--- src/rtl/lock_detect_pkg.sv ---
package lock_detect_pkg;

    // Event seen by one loop tracker in a given cycle
    typedef enum logic [1:0] {
        EV_NONE  = 2'd0,
        EV_CLEAN = 2'd1,
        EV_ERROR = 2'd2,
        EV_CLEAR = 2'd3
    } loop_event_e;

    // Maximum supported counter width
    localparam int unsigned CNT_W_MAX = 16;

    typedef struct packed {
        logic                 locked;
        logic [CNT_W_MAX-1:0] run_cnt;
        logic [CNT_W_MAX-1:0] net_cnt;
    } tracker_state_t;

endpackage

--- src/rtl/loop_event_decode.sv ---
module loop_event_decode
    import lock_detect_pkg::*;
(
    input  logic        restart,
    input  logic        tick,
    input  logic        err,
    output loop_event_e evt
);
    always_comb begin
        if (restart) begin
            evt = EV_CLEAR;
        end else if (!tick) begin
            evt = EV_NONE;
        end else if (err) begin
            evt = EV_ERROR;
        end else begin
            evt = EV_CLEAN;
        end
    end
endmodule

--- src/rtl/loop_lock_tracker.sv ---
module loop_lock_tracker
    import lock_detect_pkg::*;
#(
    parameter int unsigned ACQ_RUN  = 256,
    parameter int unsigned LOSS_NET = 256
) (
    input  logic        clk,
    input  logic        rst_n,
    input  loop_event_e evt,
    output logic        locked
);
    localparam logic [CNT_W_MAX-1:0] RUN_LAST = CNT_W_MAX'(ACQ_RUN - 1);
    localparam logic [CNT_W_MAX-1:0] NET_LAST = CNT_W_MAX'(LOSS_NET - 1);

    tracker_state_t st_q;
    tracker_state_t st_d;

    always_comb begin
        st_d = st_q;
        unique case (evt)
            EV_CLEAR: begin
                st_d.locked  = 1'b0;
                st_d.run_cnt = '0;
                st_d.net_cnt = '0;
            end
            EV_CLEAN: begin
                if (!st_q.locked) begin
                    if (st_q.run_cnt == RUN_LAST) begin
                        st_d.locked  = 1'b1;
                        st_d.run_cnt = '0;
                        st_d.net_cnt = '0;
                    end else begin
                        st_d.run_cnt = st_q.run_cnt + 1'b1;
                    end
                end else if (st_q.net_cnt != '0) begin
                    st_d.net_cnt = st_q.net_cnt - 1'b1;
                end
            end
            EV_ERROR: begin
                if (!st_q.locked) begin
                    st_d.run_cnt = '0;
                end else if (st_q.net_cnt == NET_LAST) begin
                    st_d.locked  = 1'b0;
                    st_d.run_cnt = '0;
                    st_d.net_cnt = '0;
                end else begin
                    st_d.net_cnt = st_q.net_cnt + 1'b1;
                end
            end
            default: begin
                st_d = st_q;
            end
        endcase
    end

    always_ff @(posedge clk or negedge rst_n) begin
        if (!rst_n) begin
            st_q <= '0;
        end else begin
            st_q <= st_d;
        end
    end

    assign locked = st_q.locked;
endmodule

--- src/rtl/lock_and_reduce.sv ---
module lock_and_reduce #(
    parameter int unsigned WIDTH = 2
) (
    input  logic [WIDTH-1:0] in_vec,
    output logic             all_set
);
    logic [WIDTH:0] chain;
    assign chain[0] = 1'b1;
    for (genvar i = 0; i < WIDTH; i++) begin : g_and
        assign chain[i+1] = chain[i] & in_vec[i];
    end
    assign all_set = chain[WIDTH];
endmodule

--- src/rtl/lock_detect_top.sv ---
module lock_detect_top
    import lock_detect_pkg::*;
#(
    parameter int unsigned NUM_LOOPS = 2,
    parameter int unsigned ACQ_RUN   = 256,
    parameter int unsigned LOSS_NET  = 256
) (
    input  logic                 clk,
    input  logic                 rst_n,
    input  logic                 restart,
    input  logic [NUM_LOOPS-1:0] ref_tick,
    input  logic [NUM_LOOPS-1:0] big_err,
    output logic [NUM_LOOPS-1:0] loop_locked,
    output logic                 all_locked
);
    for (genvar i = 0; i < NUM_LOOPS; i++) begin : g_loop
        loop_event_e evt;

        loop_event_decode dec_i (
            .restart (restart),
            .tick    (ref_tick[i]),
            .err     (big_err[i]),
            .evt     (evt)
        );

        loop_lock_tracker #(
            .ACQ_RUN  (ACQ_RUN),
            .LOSS_NET (LOSS_NET)
        ) trk_i (
            .clk    (clk),
            .rst_n  (rst_n),
            .evt    (evt),
            .locked (loop_locked[i])
        );
    end

    lock_and_reduce #(
        .WIDTH (NUM_LOOPS)
    ) red_i (
        .in_vec  (loop_locked),
        .all_set (all_locked)
    );
endmodule

--- config.mk ---
export PLATFORM = sky130hd
export DESIGN_NAME = lock_detect_top
export DESIGN_NICKNAME = d
export VERILOG_FILES = /design/src/rtl/lock_detect_pkg.sv /design/src/rtl/loop_event_decode.sv /design/src/rtl/loop_lock_tracker.sv /design/src/rtl/lock_and_reduce.sv /design/src/rtl/lock_detect_top.sv
export SDC_FILE = /design/constraint.sdc
export NUM_CORES = 1
export LEC_CHECK = 0
export CORE_MARGIN = 2
export CORE_UTILIZATION = 55
export CTS_BUF_LIST = sky130_fd_sc_hd__clkbuf_8
export CTS_CLUSTER_SIZE = 30
export DETAILED_ROUTE_END_ITERATION = 8
export DONT_BUFFER_PORTS = 1
export PLACE_DENSITY = 0.7
export SLEW_MARGIN = 20
export SYNTH_ARGS = -nofsm -noshare
export SYNTH_HDL_FRONTEND = slang
export SYNTH_SLANG_ARGS = --single-unit
--- constraint.sdc ---
create_clock -name clk -period 7.43 [get_ports clk]
set_input_delay 1.486 -clock clk [delete_from_list [all_inputs] [get_ports clk]]
set_output_delay 1.486 -clock clk [all_outputs]
set_load 0.005 [all_outputs]
==> metrics.cfg <==
[route]
drcViolationCount = 0
vias_per_cell = 6.53
num_vias = 4534
wl_per_cell_um = 16.7
antenna_left = 0
first_pass_iters = 5
dr.first_iter.drc_count = 248
routed_wl_mm = 11.6

[setup_path]
crit_path_end_kind = flip-flop
reg2reg_depth = 6
crit_type = in2reg
required_ns = 7.64
crit_fanout = 11
cp-start-kind = primary input
cp.arrival_ns = 3.75

[cts]
cts_htree_levels = 3
cts_hold_buf = 0
clk_pin_slew_worst_paths_ns = 0.08
cts_buffers = 9
cts_resized = 0
cts_root_buf = clkbuf_8
cts_max_path_buffers = 2
cts_setup_buffers = 0
clkLatencyLatePin_ns = 0.34
cts.sinks = 66
cts_tree = done

[place]
dpl.hpwl_mm = 7.85
routabilityCongestion = 0.884
portBuffers = 0
post_dp_cell_area_um2 = 4770
dp_cells = 678

[synthesis]
synth_fp_nets = 628
yosys_warnings = 0
ys_seq_elements = 66
synth_edf_count = 0
synthDominantCellAreaShare_pct = 34.2
synthFlopType = dfrtp_1
synth.avg_cell_area_um2 = 7.94
postSynth.asyncResetShare_pct = 100
synth_area_um2 = 4830
netlist_instances = 609
synth.distinct_cells = 73
ys_seq_area_share_pct = 34.2
yosysTopAreaCell = dfrtp_1
synth_top_cells_by_area = dfrtp_1 (34%), o21ai_0 (6.3%), nor2_1 (5.0%)

[floorplanning]
num_rows = 34
die_w_um = 97.8
start_util_pct = 56.0
die_y_um = 97.8
die-area_um2 = 9560
io_pins = 10
core-area_um2 = 8640

[timing]
min_period_over_period_pct = 47.6
period_needed_ns = 3.54
finalSetupTns_ns = 0
tightest_slew_ns = 1.08
setup_viol = 0
hold_viol_final = 0
max_freq_ghz = 0.283
timing.hold.ws_ns = 0.501
fin_skew_ns = 0.00981
relSlewSlack_pct = 27.1
drv_slew = 0
rsz0062_at_grt = no

[cells_and_area]
drive_gt1_share_pct = 7.00
area_growth_pct = 3.34
fillers = 785
design_area_um2 = 5000
layoutNonFillerInstCount = 694
fin_nets = 600
insertedDiodeCount = 0

[min_path]
hold_path_depth = 1
min_path_type = reg2reg

[grt]
grt_pass1_vias = 4198
grt_pass1_wl_mm = 19.9
grt_max_degree = 67
antenna_found_initial = 0
grt_usage_pct = 25.0
overflow = 0

[flow_run]
maxCapViolCount = 0

[power_and_ir_drop]
p_per_area_nw_per_um2 = 162
irDropWorstVdd_mv = 0.134
leakagePower_nw = 2.06
power.total_mw = 0.811

[outcome]
status = finished clean

## final timing paths
kind / from / endpoint / slack (ns)
min in group asynchronous: rst_n / g_loop[1].trk_i.st_q[11] / 0.83
worst min-delay path: g_loop[0].trk_i.st_q[31] / g_loop[0].trk_i.st_q[31] / 0.50
worst max-delay path: big_err[1] / g_loop[1].trk_i.st_q[25] / 3.89
max in group asynchronous: rst_n / g_loop[0].trk_i.st_q[14] / 6.49
worst min register to register: g_loop[0].trk_i.st_q[31] / g_loop[0].trk_i.st_q[31] / 0.50
worst max register to register: g_loop[1].trk_i.st_q[11] / g_loop[1].trk_i.st_q[25] / 4.62
## cell type report
class | instances | area, um2 | area share [%]
flip-flops and latches | 66 | 1650 | 33.1
multi-input cells | 482 | 2900 | 58.0
clock buffers | 10 | 138 | 2.75
well taps | 108 | 135 | 2.70
inverters | 22 | 82.6 | 1.65
clock inverters | 6 | 90.1 | 1.80
## synth_stat cells, drive strengths merged, types with 3 or more instances
cell type and n:
dfrtp 66, o21ai 66, nor2 64, nand2 59
a21oi 35, nand3 32, nor3 26, clkbuf 25
inv 22, and3 14, buf 14, nor4 14
o31ai 13, ha 12, a31oi 10, or3 10
nand4 9, nand2b 8, nor2b 8, o22a 7
o22ai 7, a22oi 6, and4 6, xnor2 6
xor2 6, a211oi 4, o31a 4, o32a 4
or2 4, or4 4, a21o 3, a221oi 3
nand4b 3, o221ai 3
## through the flow
stage	utilization (%)	worst slack (ns)
2_1_floorplan	-	4.16
3_3_place_gp	55.2	3.53
3_5_place_dp	55.2	3.56
4_1_cts	57.9	3.93
5_1_grt	57.9	3.67
6_report	57.9	3.89
## cell usage in the layout, fill, tap and decap left out, types with 5 or more instances in the layout
| cell type | synthesis | layout |
|---|---|---|
| a21oi_1 | 35 | 35 |
| a22oi_1 | 6 | 6 |
| a31oi_1 | 10 | 10 |
| and3_1 | 13 | 13 |
| and4_1 | 5 | 5 |
| clkbuf_8 | 1 | 10 |
| dfrtp_1 | 66 | 66 |
| ha_1 | 12 | 12 |
| inv_1 | 22 | 22 |
| nand2_1 | 58 | 58 |
| nand2b_1 | 7 | 7 |
| nand3_1 | 30 | 30 |
| nand4_1 | 9 | 9 |
| nor2_1 | 64 | 64 |
| nor2b_1 | 8 | 8 |
| nor3_1 | 26 | 26 |
| nor4_1 | 11 | 11 |
| o21ai_0 | 61 | 61 |
| o21ai_1 | 5 | 5 |
| o22a_1 | 7 | 7 |
| o22ai_1 | 7 | 7 |
| o31ai_1 | 13 | 13 |
| or3_1 | 10 | 10 |
| xnor2_1 | 6 | 6 |
| xor2_1 | 6 | 6 |
## cells by family after synthesis
| family | Yosys count | share of synthesized area (%) |
|---|---|---|
| xor+xnor | 12 | 2.17 |
| mux | 3 | 0.647 |
| compound gates | 187 | 25.1 |
| fa+ha+maj | 12 | 3.11 |
| flops | 66 | 34.2 |
| simple gates | 268 | 29.0 |
| buf+inv | 61 | 5.87 |
## critical path, cell delays in order
cell      delay (ns)
inv_1           0.02
a21o_1          0.18
inv_1           0.08
ha_1            0.25
inv_1           0.16
a41oi_1         0.84
a211oi_2        0.32
nand4_1         0.19
xor2_1          0.18
nor2_1          0.05
## report_power, final
group	switching [mW]	leakage (nW)	internal [mW]	total [mW]
registers	0.00453	0.921	0.361	0.366
logic	0.0670	1.04	0.0314	0.0985
clock network	0.148	0.101	0.198	0.346
total	0.220	2.06	0.591	0.811
## metal layers
metal / global-route usage (%) / part of all wire [%]
met2: 39.1 / 46
met3: 4.29 / 6.3
met1: 34.9 / 46
met5: 0 / 0
met4: 9.72 / 2.1
## sequential cells by signal, indices dropped and copies added, names as in the netlist
name                 count
g_loop.trk_i.st_q       64
g_loop.trk_i.locked      2
Power figures use the tool's default switching activity.
